<file path="config.mk">
export PLATFORM = sky130hd
export DESIGN_NAME = pixel_port_demux
export DESIGN_NICKNAME = d
export VERILOG_FILES = /design/src/rtl/pixdemux_pkg.sv /design/src/rtl/pixdemux_delay.sv /design/src/rtl/pixdemux_line_ctrl.sv /design/src/rtl/pixdemux_router.sv /design/src/rtl/pixel_port_demux.sv
export SDC_FILE = /design/constraint.sdc
export NUM_CORES = 1
export LEC_CHECK = 0
export BUFFER_PORTS_ARGS = -buffer_cell sky130_fd_sc_hd__buf_2
export CAP_MARGIN = 30
export CORE_MARGIN = 5
export CORE_UTILIZATION = 31
export CTS_BUF_LIST = sky130_fd_sc_hd__clkbuf_8
export CTS_CLUSTER_DIAMETER = 80
export DETAILED_ROUTE_END_ITERATION = 10
export HOLD_SLACK_MARGIN = 0.03
export PLACE_DENSITY = 0.49
export SETUP_SLACK_MARGIN = 0.4
export SLEW_MARGIN = 30
export SYNTH_ARGS = -nofsm -noshare
export SYNTH_HDL_FRONTEND = slang
export SYNTH_SLANG_ARGS = --single-unit
</file>
<file path="constraint.sdc">
create_clock -name clk -period 1.8 [get_ports clk]
set_input_delay 0.09 -clock clk [delete_from_list [all_inputs] [get_ports clk]]
set_output_delay 0.09 -clock clk [all_outputs]
set_load 0.02 [all_outputs]
</file>
<file path="src/rtl/pixdemux_pkg.sv">
// Package: shared types and the control-byte decode for the pixel port demultiplexer.
// Assumes the control bits sit at fixed positions of one configuration byte.
package pixdemux_pkg;

    localparam int CFG_DUAL_BIT = 7;
    localparam int CFG_PAR_BIT  = 6;
    localparam int CFG_SWAP_BIT = 5;

    typedef struct packed {
        logic dual;   // 1: two ports, 0: port A only
        logic par;    // 1: pairs presented together, 0: ports update in turn
        logic swap;   // 1: first pixel of a pair goes to port B
    } route_cfg_t;

    function automatic route_cfg_t decode_cfg(input logic [7:0] raw);
        route_cfg_t c;
        c.dual = raw[CFG_DUAL_BIT];
        c.par  = raw[CFG_PAR_BIT];
        c.swap = raw[CFG_SWAP_BIT];
        return c;
    endfunction

endpackage

</file>
<file path="src/rtl/pixdemux_delay.sv">
// Module: fixed-depth register delay line for a bus of signals.
// Assumes STAGES >= 0; zero stages gives a straight wire. All stages reset to zero.
module pixdemux_delay #(
    parameter int WIDTH  = 1,
    parameter int STAGES = 1
) (
    input  logic             clk,
    input  logic             rst_n,
    input  logic [WIDTH-1:0] d,
    output logic [WIDTH-1:0] q
);

    generate
        if (STAGES == 0) begin : g_wire
            assign q = d;
        end else begin : g_pipe
            logic [WIDTH-1:0] stg [STAGES];
            for (genvar s = 0; s < STAGES; s++) begin : g_stg
                if (s == 0) begin : g_head
                    // First stage: capture the raw input
                    always_ff @(posedge clk) begin
                        if (!rst_n) stg[s] <= '0;
                        else        stg[s] <= d;
                    end
                end else begin : g_body
                    // Later stages: shift from the previous stage
                    always_ff @(posedge clk) begin
                        if (!rst_n) stg[s] <= '0;
                        else        stg[s] <= stg[s-1];
                    end
                end
            end
            assign q = stg[STAGES-1];
        end
    endgenerate

endmodule

</file>
<file path="src/rtl/pixdemux_line_ctrl.sv">
// Module: per-line control. Latches routing configuration at each line start,
// tracks the pair slot (first/second) of the next pixel and qualifies pixels.
// Assumes line_start is a single-cycle pulse; pixels in that cycle are dropped.
module pixdemux_line_ctrl
    import pixdemux_pkg::*;
(
    input  logic       clk,
    input  logic       rst_n,
    input  logic       line_start,
    input  logic       pix_vld,
    input  logic [7:0] cfg_raw,
    output route_cfg_t cur_cfg,
    output route_cfg_t next_cfg,
    output logic       slot_second,
    output logic       pix_take
);

    logic line_open;

    // Decode the incoming byte for use at a line start
    assign next_cfg = decode_cfg(cfg_raw);

    // Accept pixels only inside a line and never in a line-start cycle
    assign pix_take = pix_vld && line_open && !line_start;

    // Hold the active configuration and the line-open flag
    always_ff @(posedge clk) begin
        if (!rst_n) begin
            cur_cfg   <= '0;
            line_open <= 1'b0;
        end else if (line_start) begin
            cur_cfg   <= next_cfg;
            line_open <= 1'b1;
        end
    end

    // Pair slot pointer: cleared at each line start, flips per accepted pixel
    always_ff @(posedge clk) begin
        if (!rst_n)          slot_second <= 1'b0;
        else if (line_start) slot_second <= 1'b0;
        else if (pix_take)   slot_second <= !slot_second;
    end

endmodule

</file>
<file path="src/rtl/pixdemux_router.sv">
// Module: output stage. Routes each accepted pixel to port A or B, holds the
// first pixel of a parallel pair, flushes an unpaired pixel at line start and
// registers enables, strobe and the delayed line-start marker.
// Assumes cur_cfg is the configuration of the line now in progress.
module pixdemux_router
    import pixdemux_pkg::*;
#(
    parameter int DW = 24
) (
    input  logic          clk,
    input  logic          rst_n,
    input  logic          line_start,
    input  logic          pix_take,
    input  logic          slot_second,
    input  route_cfg_t    cur_cfg,
    input  route_cfg_t    next_cfg,
    input  logic [DW-1:0] pix,
    output logic [DW-1:0] port_a,
    output logic [DW-1:0] port_b,
    output logic          oe_a,
    output logic          oe_b,
    output logic          strobe,
    output logic          line_out
);

    logic [DW-1:0] held_pix;
    logic          held_full;

    // Decoded actions for this cycle
    logic          do_flush, do_single, do_ilv, do_hold, do_pair;
    logic          wr_a, wr_b, nxt_strobe;
    logic [DW-1:0] nxt_a, nxt_b;

    // Classify the current cycle into one routing action
    always_comb begin
        do_flush  = line_start && held_full;
        do_single = pix_take && !cur_cfg.dual;
        do_ilv    = pix_take && cur_cfg.dual && !cur_cfg.par;
        do_hold   = pix_take && cur_cfg.dual && cur_cfg.par && !slot_second;
        do_pair   = pix_take && cur_cfg.dual && cur_cfg.par && slot_second;
    end

    // Work out which ports are written, with what, and whether to strobe
    always_comb begin
        wr_a       = 1'b0;
        wr_b       = 1'b0;
        nxt_a      = pix;
        nxt_b      = pix;
        nxt_strobe = 1'b0;
        if (do_flush) begin
            wr_a       = !cur_cfg.swap;
            wr_b       = cur_cfg.swap;
            nxt_a      = held_pix;
            nxt_b      = held_pix;
            nxt_strobe = 1'b1;
        end else if (do_single) begin
            wr_a       = 1'b1;
            nxt_strobe = 1'b1;
        end else if (do_ilv) begin
            wr_b       = slot_second ^ cur_cfg.swap;
            wr_a       = !(slot_second ^ cur_cfg.swap);
            nxt_strobe = slot_second;
        end else if (do_pair) begin
            wr_a       = 1'b1;
            wr_b       = 1'b1;
            nxt_a      = cur_cfg.swap ? pix : held_pix;
            nxt_b      = cur_cfg.swap ? held_pix : pix;
            nxt_strobe = 1'b1;
        end
    end

    // Holding register for the first pixel of a parallel pair
    always_ff @(posedge clk) begin
        if (!rst_n) begin
            held_pix  <= '0;
            held_full <= 1'b0;
        end else if (do_hold) begin
            held_pix  <= pix;
            held_full <= 1'b1;
        end else if (do_flush || do_pair) begin
            held_full <= 1'b0;
        end
    end

    // Port data registers
    always_ff @(posedge clk) begin
        if (!rst_n) begin
            port_a <= '0;
            port_b <= '0;
        end else begin
            if (wr_a) port_a <= nxt_a;
            if (wr_b) port_b <= nxt_b;
        end
    end

    // Port enables follow the configuration taken at each line start
    always_ff @(posedge clk) begin
        if (!rst_n) begin
            oe_a <= 1'b0;
            oe_b <= 1'b0;
        end else if (line_start) begin
            oe_a <= 1'b1;
            oe_b <= next_cfg.dual;
        end
    end

    // Strobe and delayed line marker share the data's register stage
    always_ff @(posedge clk) begin
        if (!rst_n) begin
            strobe   <= 1'b0;
            line_out <= 1'b0;
        end else begin
            strobe   <= nxt_strobe;
            line_out <= line_start;
        end
    end

endmodule

</file>
<file path="src/rtl/pixel_port_demux.sv">
// Module: top level of the dual-port pixel output demultiplexer.
// Delays all inputs by PIPE_STAGES registers, then applies per-line control and
// routing so data, strobe and line marker share one fixed latency.
// Assumes hsync_in is a single-cycle pulse and cfg_byte is stable around it.
module pixel_port_demux
    import pixdemux_pkg::*;
#(
    parameter int W           = 8,
    parameter int N_CH        = 3,
    parameter int PIPE_STAGES = 1
) (
    input  logic              clk,
    input  logic              rst_n,
    input  logic              pix_valid,
    input  logic              hsync_in,
    input  logic [7:0]        cfg_byte,
    input  logic [N_CH*W-1:0] pix_in,
    output logic [N_CH*W-1:0] port_a,
    output logic [N_CH*W-1:0] port_b,
    output logic              oe_a,
    output logic              oe_b,
    output logic              data_strobe,
    output logic              hsync_out
);

    localparam int DW = N_CH * W;
    localparam int BW = DW + 8 + 2;

    logic [BW-1:0] in_bus, dly_bus;
    logic          d_hs, d_vld;
    logic [7:0]    d_cfg;
    logic [DW-1:0] d_pix;

    route_cfg_t cur_cfg, next_cfg;
    logic       slot_second, pix_take;

    // Bundle all inputs so they travel one common delay line
    assign in_bus = {hsync_in, pix_valid, cfg_byte, pix_in};
    assign {d_hs, d_vld, d_cfg, d_pix} = dly_bus;

    pixdemux_delay #(
        .WIDTH  (BW),
        .STAGES (PIPE_STAGES)
    ) u_delay (
        .clk   (clk),
        .rst_n (rst_n),
        .d     (in_bus),
        .q     (dly_bus)
    );

    pixdemux_line_ctrl u_line (
        .clk         (clk),
        .rst_n       (rst_n),
        .line_start  (d_hs),
        .pix_vld     (d_vld),
        .cfg_raw     (d_cfg),
        .cur_cfg     (cur_cfg),
        .next_cfg    (next_cfg),
        .slot_second (slot_second),
        .pix_take    (pix_take)
    );

    pixdemux_router #(
        .DW (DW)
    ) u_route (
        .clk         (clk),
        .rst_n       (rst_n),
        .line_start  (d_hs),
        .pix_take    (pix_take),
        .slot_second (slot_second),
        .cur_cfg     (cur_cfg),
        .next_cfg    (next_cfg),
        .pix         (d_pix),
        .port_a      (port_a),
        .port_b      (port_b),
        .oe_a        (oe_a),
        .oe_b        (oe_b),
        .strobe      (data_strobe),
        .line_out    (hsync_out)
    );

endmodule

</file>
==> run metrics <==
status complete, no violations; overall routing resource usage 0.180; Final ANT Viol Nets 0; Final Hold Vio Count 0; ant diodes 0; Area growth, synth to finish 41.5%; drt wl/cell 18.5 µm; Data arrival, critical path 1.96 ns; total die area 19000 µm²; CTS tree done; first-pass GRT wire length 26400 µm; minimum clock period 1.68 ns; Slowest-stage cell, CP dfxtp_4; Post-synth ARST share 0; HPWL after DPL 10100 µm; Fill cells 1578; Yosys cell types 49; slowest stage delay, CP 0.37 ns; setup TNS 0 ns; setup slack after layout 0.120 ns; layout cells sized above 1 0.329; pin count of the biggest net entering global routing 110; Clock Tree Root clkbuf_8; number of synthesized flops with an enable pin 0; clk_lat worst skew 0.39 ns; Syn Inst Count 573; CP bufs+invs 3; Max Cap Viol 0; RSZ-0062 raised after global routing yes; total wire length 17200 µm; fmax 595 MHz; Post-Syn Nets 609; global route total overflow 0; CTS sink count 109; CP cell instances nand4b_1, buf_12, buf_4, buf_6, o21ai_1, a21oi_2, o221a_1; pre-CTS setup slack 0.0229 ns; via count 4976; sequential fraction of the synthesis area 0.430; Final Cycle Share 0.933; WP data required 2.08 ns; CP delay by family, top compound AO/OA/AOI/OAI gates; total CTS buffers 9; DIE HEIGHT 138 µm; synthesized area per cell 8.85 µm²; CTS Buffer Depth 2; area of the multi-input gates 2840 µm²; initial antenna violation count 0; register area 2200 µm²; H-Tree Depth 3; WS Path Type reg -> reg; Worst setup SP type flip-flop; Peak VDD IR 394 µV; TritonRoute pass-1 iters 5; Slew headroom 0.707; Leakage 0.00285 µW; Crit Path Max Fanout 7; pwr/cell area 640 nW/µm²; Synth Register Bits 109; crit path capture type flip-flop; Core Area 15900 µm²; HP Class in -> reg; clk_skew 0.0136 ns; gpl congestion 0.794; clk slew on worst S/H paths 0.10 ns; row cnt 46; Post-layout nets 740; Synth Warn # 0; Slew Viols, Final 0; DRC viols 0; Iter 0 DRT Violations 305; vias in the first global route 4835; Mapped Area 5070 µm²; vias per cell 5.38; Initial Utilization 0.318; Main synth FF type dfxtp_1; Buffers on Ports 82; Worst Max-Slew Pin Slew 0.439 ns; Die X 138 µm; Setup-failing EPs final 0; Top Ports 88
-- final timing paths --
check / from / to / slack, ns / depth (start not counted)
max: u_delay.g_pipe.stg[0][33] / u_route.port_a[7] / 0.12 / 7
min: rst_n / u_route.port_a[16] / 0.23 / 3
max reg2reg: u_delay.g_pipe.stg[0][33] / u_route.port_a[7] / 0.12 / 7
min reg2reg: u_route.held_pix[23] / u_route.held_pix[23] / 0.50 / 2
-- cell type report --
| type | count | area share |
|---|---|---|
| Tap cell | 216 | 0.0377 |
| Clock buffer | 11 | 0.0211 |
| Timing Repair Buffer | 183 | 0.228 |
| Inverter | 1 | 0.000523 |
| Multi-Input combinational cell | 400 | 0.395 |
| Sequential cell | 109 | 0.307 |
| Clock inverter | 5 | 0.0105 |
-- power by group --
| part | switching, µW | internal, µW | leakage (µW) |
|---|---|---|---|
| Sequential | 66.3 | 2460 | 0.000892 |
| Clock | 836 | 851 | 0.000118 |
| Combinational | 173 | 201 | 0.00184 |
-- placed cells by master, fill, tap and decap left out, types with 3 or more instances in the layout --
master         instances
dfxtp_2                3
o221a_2                6
mux2i_1                3
o31ai_2                6
nor2_1                14
buf_4                 35
nand2_4               13
a22oi_1               23
o2bb2ai_1             12
a211oi_1              12
o21ai_2                4
o21a_1                 3
a31oi_4                4
nand2_1               59
dlygate4sd3_1         29
a31oi_1                8
a21boi_0               3
buf_2                 82
and2_1                31
nand3_1               50
clkbuf_8              11
nor2b_1                4
o31ai_1                5
o21ai_0               25
inv_1                  3
buf_8                  3
a21oi_1               24
a21boi_1              13
o221a_1               29
buf_6                 12
o21ai_1                8
dfxtp_1              102
buf_12                14
a21boi_2               8
dfxtp_4                4
buf_16                 6
-- worst register-to-register path: cells and delay by family, from the launching register on --
family / cells / cell delay (ns)
buffers and inverters: 3 / 0.47
AND/OR/NAND/NOR: 1 / 0.24
AO/OA/AOI/OAI: 3 / 0.50
flip-flops: 1 / 0.37
-- timing repair --
item | CTS | global route
hold buffers | 29 | 0
gates resized for setup | 46 | 76
endpoints found under the setup margin | 74 | 74
pin swaps | 7 | 29
hold endpoints to repair | 29 | 0
setup buffers | 18 | 4
cloned | 6 | 3
-- cells in the mapped netlist, types with 2 or more instances --
cell	n	share of area
a31oi_1	11	0.014
o21a_1	3	0.0044
o221a_1	29	0.064
a22oi_1	23	0.034
and2_1	33	0.041
a21o_1	2	0.0030
a21boi_0	19	0.028
o221a_2	6	0.013
o311a_1	2	0.0039
clkbuf_1	29	0.021
a21boi_1	5	0.0074
o21ai_0	38	0.038
dfxtp_1	109	0.43
buf_2	22	0.022
mux2i_1	3	0.0059
nor2b_1	4	0.0049
buf_4	5	0.0074
buf_6	6	0.013
nand2_1	74	0.055
nand3_1	50	0.049
o2bb2ai_1	12	0.021
a21oi_1	25	0.025
nor2_1	15	0.011
or2_1	2	0.0025
a211oi_1	12	0.018
o31ai_1	11	0.016
-- metrics by stage --
step / std cells / total power (µW) / utilization / hold WS (ns) / instance area (µm²)
2_1_floorplan: 573 / 2760 / - / 0.217 / 5170
3_3_place_gp: 849 / 2870 / 0.369 / 0.294 / 5880
3_5_place_dp: 849 / 2870 / 0.369 / 0.298 / 5880
4_1_cts: 918 / 4650 / 0.427 / 0.229 / 6810
5_1_grt: 925 / 4790 / 0.450 / 0.232 / 7180
6_report: 925 / 4590 / 0.450 / 0.228 / 7180
-- state kept, by name (all words and copies together), names as in the netlist --
signal              cells
u_line.slot_second      1
u_route.oe_a            1
u_route.held_pix       24
u_route.port_b         24
u_line.cur_cfg          2
u_route.port_a         24
u_route.strobe          1
u_route.held_full       1
u_route.oe_b            1
u_delay.g_pipe.stg     29
u_route.line_out        1
-- per-layer routing --
metal	global-route usage	up-vias	routed length [µm]
met4	0.0615	0	356
met1	0.240	2361	7630
met3	0.0352	25	1070
met2	0.292	227	8100
met5	0	-	0
li1	-	2363	-
-- kinds of logic after synthesis --
logic type / count (synthesis) / synth area share
AOI/OAI and AO/OA: 206 / 0.311
and+or+nand+nor: 190 / 0.186
DFF: 109 / 0.430
buffers and inverters: 64 / 0.0654
muxes: 3 / 0.00592
xor gates and xnor gates: 1 / 0.00173
Note: power is estimated with default switching activity, not from simulation.
